<file path="src/rtl/sdrb_pkg.sv">
package sdrb_pkg;
    localparam int unsigned BURST_LEN = 4;

    typedef enum logic [1:0] {
        CMD_NOP  = 2'd0,
        CMD_ACT  = 2'd1,
        CMD_READ = 2'd2
    } sdrb_cmd_e;

    typedef enum logic [2:0] {
        ST_IDLE = 3'd0,
        ST_ACT  = 3'd1,
        ST_RCD  = 3'd2,
        ST_COL  = 3'd3,
        ST_LAT  = 3'd4,
        ST_TDE  = 3'd5
    } sdrb_state_e;
endpackage

</file>
<file path="src/rtl/sdrb_dncnt.sv">
module sdrb_dncnt #(
    parameter int W = 2
) (
    input  logic         clk,
    input  logic         rst_n,
    input  logic         load,
    input  logic [W-1:0] load_val,
    input  logic         en,
    output logic [W-1:0] count,
    output logic         is_zero
);
    logic [W-1:0] cnt_d, cnt_q;

    always_comb begin
        cnt_d = cnt_q;
        if (load) begin
            cnt_d = load_val;
        end else if (en && (cnt_q != '0)) begin
            cnt_d = cnt_q - W'(1);
        end
    end

    always_ff @(posedge clk) begin
        if (!rst_n) cnt_q <= '0;
        else        cnt_q <= cnt_d;
    end

    assign count   = cnt_q;
    assign is_zero = (cnt_q == '0);
endmodule

</file>
<file path="src/rtl/sdrb_cmd_enc.sv">
module sdrb_cmd_enc
    import sdrb_pkg::*;
(
    input  sdrb_cmd_e cmd,
    output logic      cs_n,
    output logic      ras_n,
    output logic      cas_n,
    output logic      we_n
);
    always_comb begin
        cs_n = 1'b0;
        unique case (cmd)
            CMD_ACT:  {ras_n, cas_n, we_n} = 3'b011;
            CMD_READ: {ras_n, cas_n, we_n} = 3'b101;
            default:  {ras_n, cas_n, we_n} = 3'b111;
        endcase
    end
endmodule

</file>
<file path="src/rtl/sdram_burst_rd.sv">
module sdram_burst_rd
    import sdrb_pkg::*;
#(
    parameter int BANK_W = 2,
    parameter int ROW_W  = 13,
    parameter int COL_W  = 9,
    parameter int ADDR_W = 13,
    parameter int DATA_W = 16,
    parameter int AP_BIT = 10,
    parameter int CFG_W  = 2
) (
    input  logic              clk,
    input  logic              rst_n,
    input  logic              req_valid,
    output logic              req_ack,
    input  logic [BANK_W-1:0] req_bank,
    input  logic [ROW_W-1:0]  req_row,
    input  logic [COL_W-1:0]  req_col,
    input  logic [CFG_W-1:0]  cfg_rcd,
    input  logic [CFG_W-1:0]  cfg_cl,
    input  logic [CFG_W-1:0]  cfg_rp,
    output logic              sd_cs_n,
    output logic              sd_ras_n,
    output logic              sd_cas_n,
    output logic              sd_we_n,
    output logic [BANK_W-1:0] sd_ba,
    output logic [ADDR_W-1:0] sd_addr,
    input  logic [DATA_W-1:0] sd_dq,
    output logic [DATA_W-1:0] rd_data,
    output logic              rd_valid
);
    localparam int BEAT_W = $clog2(BURST_LEN);
    localparam int LAT_W  = CFG_W + 1;
    localparam logic [BEAT_W-1:0] LAST_BEAT = BEAT_W'(BURST_LEN - 1);
    localparam logic [BEAT_W:0]   CAP_FULL  = (BEAT_W + 1)'(BURST_LEN);

    typedef struct packed {
        sdrb_state_e       state;
        logic [BEAT_W-1:0] beat;
        logic [BANK_W-1:0] bank;
        logic [COL_W-1:0]  col;
        logic [CFG_W-1:0]  cl;
        logic [CFG_W-1:0]  rp;
        logic [BEAT_W:0]   cap_left;
        logic [BANK_W-1:0] tap_bank;
        sdrb_cmd_e         cmd;
        logic [BANK_W-1:0] ba;
        logic [ADDR_W-1:0] addr;
        logic [DATA_W-1:0] rdata;
        logic              rvalid;
    } seq_t;

    localparam seq_t SEQ_RST = '{state: ST_IDLE, cmd: CMD_NOP, default: '0};

    seq_t seq_d, seq_q;

    logic accept, lat_load, capture, go_col;
    logic rcd_zero, lat_zero, tap_zero;
    logic [CFG_W-1:0] rcd_cnt, tap_cnt;
    logic [LAT_W-1:0] lat_cnt;
    logic             same_bank_block;

    function automatic logic [ADDR_W-1:0] col_addr(input logic [COL_W-1:0] c,
                                                   input logic ap);
        logic [ADDR_W-1:0] a;
        a = '0;
        a[COL_W-1:0] = c;
        a[AP_BIT]    = ap;
        return a;
    endfunction

    // Interval timers: spacer, latency, same-bank precharge wait
    sdrb_dncnt #(.W(CFG_W)) u_rcd_cnt (
        .clk      (clk),
        .rst_n    (rst_n),
        .load     (accept),
        .load_val (cfg_rcd),
        .en       ((seq_q.state == ST_ACT) || (seq_q.state == ST_RCD)),
        .count    (rcd_cnt),
        .is_zero  (rcd_zero)
    );

    sdrb_dncnt #(.W(LAT_W)) u_lat_cnt (
        .clk      (clk),
        .rst_n    (rst_n),
        .load     (lat_load),
        .load_val (LAT_W'(seq_q.cl) + LAT_W'(1)),
        .en       ((seq_q.cap_left != '0) && !lat_zero),
        .count    (lat_cnt),
        .is_zero  (lat_zero)
    );

    sdrb_dncnt #(.W(CFG_W)) u_tap_cnt (
        .clk      (clk),
        .rst_n    (rst_n),
        .load     (seq_q.state == ST_TDE),
        .load_val (seq_q.rp),
        .en       (1'b1),
        .count    (tap_cnt),
        .is_zero  (tap_zero)
    );

    assign same_bank_block = !tap_zero && (req_bank == seq_q.tap_bank);
    assign req_ack = (seq_q.state == ST_IDLE) && req_valid && !same_bank_block;
    assign accept  = req_ack;

    always_comb begin
        logic [BEAT_W-1:0] nxt_beat;
        seq_d    = seq_q;
        seq_d.cmd    = CMD_NOP;
        seq_d.addr   = '0;
        seq_d.rvalid = 1'b0;
        lat_load = 1'b0;
        nxt_beat = seq_q.beat + BEAT_W'(1);
        go_col   = rcd_zero;
        capture  = (seq_q.cap_left != '0) && lat_zero;

        if (capture) begin
            seq_d.rdata    = sd_dq;
            seq_d.rvalid   = 1'b1;
            seq_d.cap_left = seq_q.cap_left - (BEAT_W + 1)'(1);
        end

        unique case (seq_q.state)
            ST_IDLE: begin
                if (accept) begin
                    seq_d.state = ST_ACT;
                    seq_d.bank  = req_bank;
                    seq_d.col   = req_col;
                    seq_d.cl    = cfg_cl;
                    seq_d.rp    = cfg_rp;
                    seq_d.cmd   = CMD_ACT;
                    seq_d.ba    = req_bank;
                    seq_d.addr  = ADDR_W'(req_row);
                end
            end
            ST_ACT, ST_RCD: begin
                if (go_col) begin
                    seq_d.state    = ST_COL;
                    seq_d.beat     = '0;
                    seq_d.cmd      = CMD_READ;
                    seq_d.addr     = col_addr(seq_q.col, 1'b0);
                    seq_d.cap_left = CAP_FULL;
                    lat_load       = 1'b1;
                end else begin
                    seq_d.state = ST_RCD;
                end
            end
            ST_COL: begin
                if (seq_q.beat == LAST_BEAT) begin
                    seq_d.state = ST_LAT;
                end else begin
                    seq_d.beat = nxt_beat;
                    seq_d.cmd  = CMD_READ;
                    seq_d.addr = col_addr(seq_q.col + COL_W'(nxt_beat),
                                          nxt_beat == LAST_BEAT);
                end
            end
            ST_LAT: begin
                if (capture && (seq_q.cap_left == (BEAT_W + 1)'(1))) begin
                    seq_d.state = ST_TDE;
                end
            end
            ST_TDE: begin
                seq_d.state    = ST_IDLE;
                seq_d.tap_bank = seq_q.bank;
            end
            default: seq_d.state = ST_IDLE;
        endcase
    end

    always_ff @(posedge clk) begin
        if (!rst_n) seq_q <= SEQ_RST;
        else        seq_q <= seq_d;
    end

    sdrb_cmd_enc u_cmd_enc (
        .cmd   (seq_q.cmd),
        .cs_n  (sd_cs_n),
        .ras_n (sd_ras_n),
        .cas_n (sd_cas_n),
        .we_n  (sd_we_n)
    );

    assign sd_ba    = seq_q.ba;
    assign sd_addr  = seq_q.addr;
    assign rd_data  = seq_q.rdata;
    assign rd_valid = seq_q.rvalid;

    logic unused_cnt;
    assign unused_cnt = ^{rcd_cnt, lat_cnt, tap_cnt};
endmodule

</file>
<file path="config.mk">
export PLATFORM = sky130hd
export DESIGN_NAME = sdram_burst_rd
export DESIGN_NICKNAME = d
export VERILOG_FILES = /design/src/rtl/sdrb_pkg.sv /design/src/rtl/sdrb_dncnt.sv /design/src/rtl/sdrb_cmd_enc.sv /design/src/rtl/sdram_burst_rd.sv
export SDC_FILE = /design/constraint.sdc
export NUM_CORES = 1
export LEC_CHECK = 0
export BUFFER_PORTS_ARGS = -buffer_cell sky130_fd_sc_hd__buf_2
export CAP_MARGIN = 15
export CORE_ASPECT_RATIO = 1.4
export CORE_MARGIN = 1
export CORE_UTILIZATION = 30
export DETAILED_ROUTE_END_ITERATION = 12
export MAX_ROUTING_LAYER = met4
export SYNTH_ARGS = -nofsm -noshare
export SYNTH_HDL_FRONTEND = slang
export SYNTH_SLANG_ARGS = --single-unit
</file>
<file path="constraint.sdc">
create_clock -name clk -period 2.3 [get_ports clk]
set_input_delay 0.345 -clock clk [delete_from_list [all_inputs] [get_ports clk]]
set_output_delay 0.345 -clock clk [all_outputs]
set_load 0.1 [all_outputs]
</file>
# Yosys cells after proc, flatten, opt, wreduce, memory -nomap -nowiden
# Cells that the tools add are included.
[totals] register_bits=64 inputBits=49 out_inout_bits=37 elab_cells=95
[classes] n_addsub=7 n_eq_ne=16 mux=29 reduce_logical=28
[ops] cell="13-bit case mux with 3 select lines" n=1
[ops] cell="3-bit two-way mux" n=8
[ops] cell="16-bit two-way mux" n=1
[ops] cell="2-bit two-way mux" n=8
[ops] cell="3-bit case mux with 4 select lines" n=1
[ops] cell="2-bit nonzero test" n=6
[ops] cell="11-bit two-way mux" n=1
[ops] cell="2-bit != test, second input constant" n=5
[ops] cell="9-bit by 2-bit adder with 9-bit output" n=1
[ops] cell="9-bit two-way mux" n=1
[ops] cell="1-bit logical AND" n=8
[ops] cell="2-bit == test, second input constant" n=3
[ops] cell="3-bit by 1-bit == test with 1-bit output, second input constant" n=2
[ops] cell="3-bit by 2-bit == test with 1-bit output, second input constant" n=2
[ops] cell="3-bit == test, second input constant" n=2
[ops] cell="3-bit zero test" n=2
[ops] cell="1-bit two-way mux" n=6
[ops] cell="2-bit case mux with 3 select lines" n=1
[ops] cell="3-bit AND reduction" n=2
[ops] cell="3-bit nonzero test" n=2
[ops] cell="3-bit by 1-bit subtractor with 3-bit output, second input constant" n=2
[ops] cell="2-bit zero test" n=2
[ops] cell="2-bit case mux with 2 select lines" n=1
[ops] cell="2-bit by 1-bit subtractor with 2-bit output, second input constant" n=2
[ops] cell="8 further kinds" n=10

# Logic depth before layout (Yosys ltp)
# Gate-level depths: netlist of run 1.
[logic_depth] depth_word=7 depth_mapped=9 ltp_nobuf=8

# Modules after synthesis
# From an unflattened synthesis of run 1, not the netlist that was laid out.
[hier_totals] hier_cells=360 area_unflattened_um2=3153.0
[by_module_without_submodules] mod="sdram_burst_rd" instances=1 cells_each=305 area_per_inst_um2=2687.6 seq_area_each_um2=1141.1
[by_module_without_submodules] mod="sdrb_dncnt at u_rcd_cnt ..." instances=2 cells_each=14 area_per_inst_um2=122.6 seq_area_each_um2=40.0
[by_module_without_submodules] mod="sdrb_dncnt at u_lat_cnt" instances=1 cells_each=21 area_per_inst_um2=185.2 seq_area_each_um2=60.1
[by_module_without_submodules] mod="sdrb_cmd_enc" instances=1 cells_each=6 area_per_inst_um2=35.0 seq_area_each_um2=0.0

# Worst setup path after synthesis of run 1
# OpenSTA, ideal clock, no wires.
[synth_timing] path_kind="register -> register" start="reg seq_q[54] (netlist bit)" end="reg seq_q (netlist bit sd_addr[6])" setup_ps=74 arrival_time_ps=1768 t_required_ps=2226 setup_slack_ps=458 stages_incl_launch_ff=8 n_path_buf=0 synth_period_minus_slack_ps=1842 cell_sequence="dfxtp_1 -> inv_1 -> ha_1 -> inv_1 -> fa_1 -> nand3_1 -> or4_1 -> a31oi_1"
[synth_via] elab_chain_len=4
[synth_lines] item="start, declared" line_no="sdram_burst_rd.sv:55" rtl="seq_t seq_d, seq_q;"
[synth_lines] item="start signal, assigned" line_no="sdram_burst_rd.sv:174" rtl="else seq_q <= seq_d;"
[synth_lines] item="2-bit by 1-bit adder with 2-bit output" line_no="sdram_burst_rd.sv:114" rtl="nxt_beat = seq_q.beat + BEAT_W'(1);"
[synth_lines] item="9-bit by 2-bit adder with 9-bit output" line_no="sdram_burst_rd.sv:155" rtl="seq_d.addr = col_addr(seq_q.col + COL_W'(nxt_beat),"
[synth_lines] item="11-bit two-way mux *" line_no="sdram_burst_rd.sv:150" rtl="if (seq_q.beat == LAST_BEAT) begin"
[synth_lines] item="13-bit case mux with 3 select lines *" line_no="sdram_burst_rd.sv:124" rtl="unique case (seq_q.state)"
# Mark *: on every way between the ends. The rest lies on a longest branch, timed or not.
# A chain may end at the register's enable or synchronous reset.

# Worst setup path in the final report of run 1
[layout_timing] start="reg u_tap_cnt.cnt_q[0] (netlist: u_tap_cnt.count[0])" end="out req_ack"
[layout_via] elab_chain_len=5
[layout_lines] item="start, declared" line_no="sdrb_dncnt.sv:12" rtl="logic [W-1:0] cnt_d, cnt_q;"
[layout_lines] item="start signal, assigned" line_no="sdrb_dncnt.sv:25" rtl="else cnt_q <= cnt_d;"
[layout_lines] item="2-bit zero test" line_no="sdrb_dncnt.sv:29" rtl="assign is_zero = (cnt_q == '0);"
[layout_lines] item="1-bit zero test" line_no="sdram_burst_rd.sv:103" rtl="assign same_bank_block = !tap_zero && (req_bank == seq_q.tap_bank);"
[layout_lines] item="1-bit logical AND" line_no="sdram_burst_rd.sv:103"
[layout_lines] item="1-bit zero test" line_no="sdram_burst_rd.sv:104" rtl="assign req_ack = (seq_q.state == ST_IDLE) && req_valid && !same_bank_block;"
[layout_lines] item="1-bit logical AND" line_no="sdram_burst_rd.sv:104"
[layout_lines] item="end, declared" line_no="sdram_burst_rd.sv:15" rtl="output logic req_ack,"
# No other way between the ends.

==> results of run 1 <==
worst max-delay path: cells and delay by family (launching register included):
kind            cells  cell delay (ns)
buf+inv             3             0.51
fa+ha+maj           1             0.27
compound gates      1             0.35
flops               1             0.34
path summary, 6_finish.rpt:
path / to
worst max-delay path: req_ack
worst min-delay path: sd_addr[11]
worst max register to register: sd_addr[6]
worst min register to register: rd_data[9]
power by group:
group	total, W	switching (W)	internal (W)
combinational	0.00260	0.00192	0.000673
clock	0.00143	0.000458	0.000976
sequential	0.00154	0.000161	0.00138
total	0.00558	0.00254	0.00303
through the flow:
stage / hold slack [ns] / total power (W)
floorplan: 0.434 / 0.00393
global placement: 0.437 / 0.00415
detailed placement: 0.442 / 0.00418
CTS: 0.231 / 0.00565
global route: 0.233 / 0.00591
finish: 0.244 / 0.00558
state kept, by name, summed over array words and instances (netlist names):
name,flops
u_tap_cnt.count,2
sd_ba,2
rd_valid,1
rd_data,16
u_rcd_cnt.count,2
seq_q,25
sd_addr,13
u_lat_cnt.count,3
routing by layer:
metal	vias to the layer above	global-route usage, %	wire length [um]
li1	1251	-	-
met1	1137	14.2	2820
met2	63	20.0	3160
met3	15	3.31	317
met4	0	7.54	183
met5	-	-	0
area by class of cell:
class,instances,area (sq um)
clock inverters,3,65.1
flip-flops and latches,64,1280
multi-input cells,224,1520
clock buffers,13,250
well taps,138,173
inverters,11,41.3
repair buffers,89,488
fillers,1124,6540
kinds of logic after synthesis:
| family | after synthesis |
|---|---|
| xor gates and xnor gates | 8 |
| other | 2 |
| AOI/OAI and AO/OA | 60 |
| and+or+nand+nor | 122 |
| DFF | 64 |
| adders and majority gates | 13 |
| buffers and inverters | 63 |
| muxes | 19 |
cell usage after synthesis, types with 2 or more instances:
library cell	number	share of area, %
a21boi_0	6	1.4
a21boi_1	11	2.6
a21oi_1	4	0.63
a222oi_1	2	0.63
a22oi_1	2	0.47
a31oi_1	10	2.0
and2_1	3	0.59
and3_1	8	1.6
buf_2	8	1.3
buf_4	33	7.8
buf_6	3	1.1
clkbuf_1	8	0.94
conb_1	2	0.24
dfxtp_1	64	40
ha_1	12	4.7
inv_1	10	1.2
mux2i_1	19	6.0
nand2_1	50	5.9
nand2b_1	9	1.8
nand3_1	2	0.31
nand3b_1	2	0.47
nand4b_1	2	0.55
nor2_1	11	1.3
nor2b_1	23	4.5
nor3_1	2	0.31
o211a_1	3	0.94
o21a_1	4	0.94
o21ai_0	2	0.31
o21ai_1	6	0.94
o22ai_1	2	0.39
or3_1	2	0.39
xnor2_1	6	1.7
xor2_1	2	0.55
cell usage in the layout (no fill, tap or decap), types with 2 or more instances in the layout:
master,instances
o21a_1,4
and3_1,8
xor2_1,2
a21boi_0,6
nand4b_1,2
o22ai_1,2
nand3b_1,2
buf_2,82
dfxtp_1,64
nor3_1,2
mux2i_1,19
bufinv_16,2
a21oi_1,4
inv_1,10
clkbuf_16,9
or3_1,2
conb_1,2
a31oi_1,10
xnor2_1,6
nand2_1,50
clkbuf_1,3
nor2b_1,23
nor2_1,11
and2_1,3
o21ai_1,6
a21boi_1,11
a222oi_1,2
buf_12,2
o211a_1,3
buf_4,5
nand3_1,2
o21ai_0,2
nand2b_1,9
ha_1,12
a22oi_1,2
==> impl_metrics.csv, run 1 <==
group,metric,value,unit
clock_network,cts_resized,0,
clock_network,postCtsSetupBuffers,0,
layout,fin_nets,461,
timing,min_period,2.15,ns
clock_network,clk_latency,0.33,ns
worst_setup_path,cpMaxStageDelayCell,"o311ai_4",
detailed_routing,num_vias,2466,
outcome,status,"completed",
worst_setup_path,r2r_slack,0.30,ns
timing,fin_skew,0.00783,ns
logic_synthesis,synth-main-ff-cell,"dfxtp_1",
detailed_routing,ant_nets,0,
worst_setup_path,reg2reg_depth,7,
logic_synthesis,synthMuxAreaShare,5.97,%
logic_synthesis,synth_edf_count,0,
timing,setup_viol,0,
floorplanning,dieArea,11000,sq um
clock_network,clk_path_buf_depth,2,
detailed_routing,avgViaCountPerCell,4.55,
clock_network,cts_tree,"built",
floorplanning,fp.dieH,124,um
layout,finalNonFillerCells,542,
logic_synthesis,synth_top_family_by_area,"simple AND/OR/NAND/NOR gates",
worst_setup_path,setup.worst_path.start_class,"flop",
layout,syn2layout_area_growth,19.8,%
logic_synthesis,synth_xor_area_share,2.20,%
clock_network,cts_max_level,3,
logic_synthesis,syn_avg_cell_area,9.07,sq um
timing,slew_violations,0,
worst_setup_path,cpPeakStageDelay,0.35,ns
logic_synthesis,ys_seq_area_share,40.2,%
global_routing,grt_pass1_vias,2252,
worst_hold_path,holdPathStages,2,
logic_synthesis,postSynthCellCount,351,
timing,worstMarginPinSlew,0.648,ns
detailed_routing,post-route-drc-count,0,
clock_network,clkTransAtPathRegs,0.05,ns
run,cap_violations,0,
clock_network,cts-root-buf,"clkbuf_16",
detailed_routing,wl_per_cell,12.0,um
logic_synthesis,synth_warnings,0,
global_routing,antenna_found_initial,0,
placed_design,place_inst,526,
timing,rsz0062_at_grt,"no",
worst_setup_path,cp_data_arrival_time,1.80,ns
pwr,ir_drop,0.438,mV
clock_network,cts_buffers,9,
clock_network,hold_buffers,0,
timing,timing.max_slew.rel_slack,56.8,%
timing,finalCritPeriodShare,93.4,%
layout,drive_gt1_share,26.2,%
logic_synthesis,async_reset_ff_share,0,%
placed_design,gp_congestion,0.840,
worst_setup_path,worstPathMaxFanout,15,
detailed_routing,drt-initial-drc-count,117,
global_routing,grt_start_max_net_pins,29,
logic_synthesis,synth_fa_ha_area_share,5.34,%
floorplanning,floorplan.rows,44,
worst_setup_path,rr_startpoint,"seq_q[54]",
global_routing,grt_pass1_wl,10100,um
floorplanning,die_w,89.1,um
logic_synthesis,synth_seq_cells,64,
logic_synthesis,syn_nets,413,
pwr,leakage,1.72,nW
worst_hold_path,hold_class,"in -> reg",
worst_setup_path,cp-startpoint,"u_tap_cnt.count[0]",
worst_hold_path,hold_start,"req_row[11]",
placed_design,io_buffer_count,83,
clock_network,cts.sinks,64,
detailed_routing,postRouteWirelength,6490,um
detailed_routing,drt_first_pass_iters,6,
logic_synthesis,syn_area,3180,sq um
placed_design,placed_area,3500,sq um
logic_synthesis,synth_compound_area_share,13.9,%
logic_synthesis,synth-simple-area-share,19.8,%
timing,hold_viol_final,0,
timing,max_freq,0.465,GHz
floorplanning,start_util,30.8,%
timing,setup_ws,0.151,ns
timing,tns,0,ns
worst_setup_path,required,1.96,ns
layout,final_cell_area,3810,sq um
worst_setup_path,crit_chain,"inv_1 > ha_1 > o311ai_4 > inv_2 > buf_12",
worst_setup_path,critical_path_class,"reg -> out",
layout,antenna_cells,0,
placed_design,pre_cts_ws,0.298,ns
global_routing,track_usage,12.6,%
global_routing,gr-total-overflow,0,
layout,final_util,36.8,%
placed_design,place_hpwl,4760,um
worst_setup_path,crit_path_end_kind,"output port",
pwr,p_per_area,1460,nW/um^2
floorplanning,core,10300,sq um
logic_synthesis,ys_types,51,
floorplanning,ioPinCount,86,
Note: power is estimated with default switching activity, not from simulation.
==> inputs of run 2 (changes only) <==
--- a/config.mk
+++ b/config.mk
@@ -8,10 +8,11 @@
 export BUFFER_PORTS_ARGS = -buffer_cell sky130_fd_sc_hd__buf_2
 export CAP_MARGIN = 15
 export CORE_ASPECT_RATIO = 1.4
-export CORE_MARGIN = 1
+export CORE_MARGIN = 3
 export CORE_UTILIZATION = 30
 export DETAILED_ROUTE_END_ITERATION = 12
 export MAX_ROUTING_LAYER = met4
 export SYNTH_ARGS = -nofsm -noshare
 export SYNTH_HDL_FRONTEND = slang
+export SYNTH_HIERARCHICAL = 1
 export SYNTH_SLANG_ARGS = --single-unit
==> impl_metrics.csv, run 2 <==
group,metric,value,unit
worst_setup_path,cp_data_arrival_time,1.83,ns
logic_synthesis,synth_edf_count,0,
layout,layout_commonest_cell,"buf_2",
worst_setup_path,cpPeakStageDelay,0.46,ns
layout,largest_reg_flops,25,
logic_synthesis,ys_types,51,
logic_synthesis,synth_top_area_cell,"dfxtp_1",
worst_setup_path,cp_num_buf_inv,2,
worst_setup_path,critical_path_class,"reg -> out",
worst_setup_path,required,1.96,ns
global_routing,gr-total-overflow,0,
detailed_routing,post-route-drc-count,0,
clock_network,cts_buffers,9,
timing,fin_skew,0.00479,ns
worst_setup_path,worstPathMaxFanout,18,
timing,min_period,2.17,ns
floorplanning,start_util,31.3,%
floorplanning,ioPinCount,86,
timing,finalCritPeriodShare,94.4,%
pwr,p_per_area,1570,nW/um^2
worst_setup_path,crit_path_end_kind,"output port",
pwr,leakage,1.68,nW
layout,layout_common_cells,"buf_2, nand2_1, dfxtp_1, a21boi_0, inv_1",
worst_setup_path,reg2reg_depth,8,
worst_hold_path,whs_endpoint,"sd_addr[6]",
run,cap_violations,0,
layout,final_cell_area,3830,sq um
clock_network,cts_tree,"built",
global_routing,grt_start_max_net_pins,49,
logic_synthesis,yosysMostFrequentCell,"nand2_1",
detailed_routing,postRouteWirelength,6720,um
logic_synthesis,async_reset_ff_share,0,%
global_routing,grt_pass1_wl,11300,um
detailed_routing,drt_first_pass_iters,4,
timing,hold_viol_final,0,
worst_hold_path,hold_class,"in -> reg",
clock_network,hold_buffers,0,
layout,nFillCells,1035,
detailed_routing,drt-initial-drc-count,85,
logic_synthesis,syn_avg_cell_area,8.76,sq um
worst_setup_path,r2r_slack,0.40,ns
layout,syn2layout_area_growth,21.4,%
global_routing,antenna_found_initial,0,
logic_synthesis,synth_seq_cells,64,
timing,rsz0062_at_grt,"no",
global_routing,grt_pass1_vias,2500,
clock_network,cts_max_level,3,
floorplanning,dieArea,11800,sq um
logic_synthesis,synth-main-ff-cell,"dfxtp_1",
clock_network,cts-root-buf,"clkbuf_16",
logic_synthesis,postSynthCellCount,360,
floorplanning,die_w,92.6,um
logic_synthesis,synth.area.top_cells,"dfxtp_1, nand2_1, buf_4",
detailed_routing,ant_nets,0,
global_routing,track_usage,12.5,%
timing,slew_violations,0,
worst_setup_path,cpMaxStageDelayCell,"buf_2",
placed_design,io_buffer_count,83,
layout,fin_nets,475,
clock_network,postCtsSetupBuffers,0,
worst_hold_path,holdPathStages,2,
worst_setup_path,rr_startpoint,"seq_q[54]",
clock_network,cts_resized,0,
worst_setup_path,crit_family,"buffers and inverters",
logic_synthesis,synthTopCellsByCount,"nand2_1, dfxtp_1, buf_4, a21boi_0, inv_1",
placed_design,place_hpwl,4980,um
layout,antenna_cells,0,
logic_synthesis,syn_area,3150,sq um
detailed_routing,num_vias,2518,
floorplanning,fp.dieH,127,um
logic_synthesis,ys_seq_area_share,40.6,%
logic_synthesis,synth.top_cell.area_share,40.6,%
clock_network,clk_path_buf_depth,2,
clock_network,cts.sinks,64,
clock_network,clk_latency,0.32,ns
floorplanning,floorplan.rows,43,
worst_setup_path,crit_chain,"nor4b_4 > o31ai_4 > inv_4 > buf_2",
detailed_routing,wl_per_cell,12.2,um
worst_hold_path,hold_start,"req_row[6]",
pwr,ir_drop,1.02,mV
worst_setup_path,reg2reg_to,"sd_addr[8]",
timing,tns,0,ns
layout,drive_gt1_share,26.8,%
timing,max_freq,0.461,GHz
timing,setup_viol,0,
layout,max_flop_register,"seq_q",
placed_design,placed_area,3460,sq um
detailed_routing,avgViaCountPerCell,4.55,
placed_design,gp_congestion,0.922,
clock_network,clkTransAtPathRegs,0.05,ns
floorplanning,core,10100,sq um
logic_synthesis,synth_warnings,6,
worst_setup_path,setup.worst_path.start_class,"flop",
outcome,status,"completed",
run 2: changes by cell type after synthesis, sizes merged, moves of 6 or more:
cell,previous run,this run
nand2,50,78
a21boi,17,37
mux2i,19,2
nor2b,23,7
inv,11,19
buf,44,37
a31oi,10,4
nand2b,9,3
run 2: cells by family after synthesis:
kind of cell               after synthesis  share of synthesized area (%)
muxes                                    2                          0.635
AOI/OAI and AO/OA                       76                           17.8
DFF                                     64                           40.6
other                                    3                          0.357
adders and majority gates               13                           5.40
buffers and inverters                   67                           12.6
and+or+nand+nor                        127                           20.4
xor gates and xnor gates                 8                           2.22
run 2: layout make-up:
cell class                 instances  area (sq um)  share of cell area [%]
clock buffer                      10           239                    6.24
timing repair buffer              88           453                    11.8
multi-input combinational        230          1480                    38.6
inverter                          20          77.6                    2.03
sequential                        64          1280                    33.5
tap                              135           169                    4.41
clock inverter                     6           130                    3.40
run 2: routing by layer:
layer / track usage, % / wire (um)
met1: 13.6 / 2850
met2: 20.8 / 3290
met3: 3.71 / 395
met4: 5.87 / 184
met5: - / 0
run 2: how the worst max path moves through the flow:
stage                      startpoint         end  slack, ns  cells after the start
after floorplan             seq_q[54]  sd_addr[7]       0.52                      8
after global placement    req_bank[1]     req_ack       0.44                      5
after detailed placement    seq_q[54]  sd_addr[8]       0.40                      8
after CTS                   seq_q[57]     req_ack       0.11                      4
after global routing        seq_q[57]     req_ack       0.04                      4
final                       seq_q[57]     req_ack       0.13                      4
run 2: power breakdown:
group	internal, W	switching (W)
Sequential	0.00139	0.000175
Combinational	0.000662	0.00212
Clock	0.00119	0.000473
Total	0.00325	0.00277
run 2: per-stage QoR:
stage               std cells  total power [W]  util (%)  hold WS [ns]  worst slack, ns
finish                    553          0.00601      38.0         0.233            0.129
global route              553          0.00638      38.0         0.228           0.0422
CTS                       553          0.00610      38.0         0.226            0.115
detailed placement        537          0.00440      34.4         0.448            0.402
global placement          537          0.00435      34.4         0.444            0.439
floorplan                 361          0.00409         -         0.431            0.518
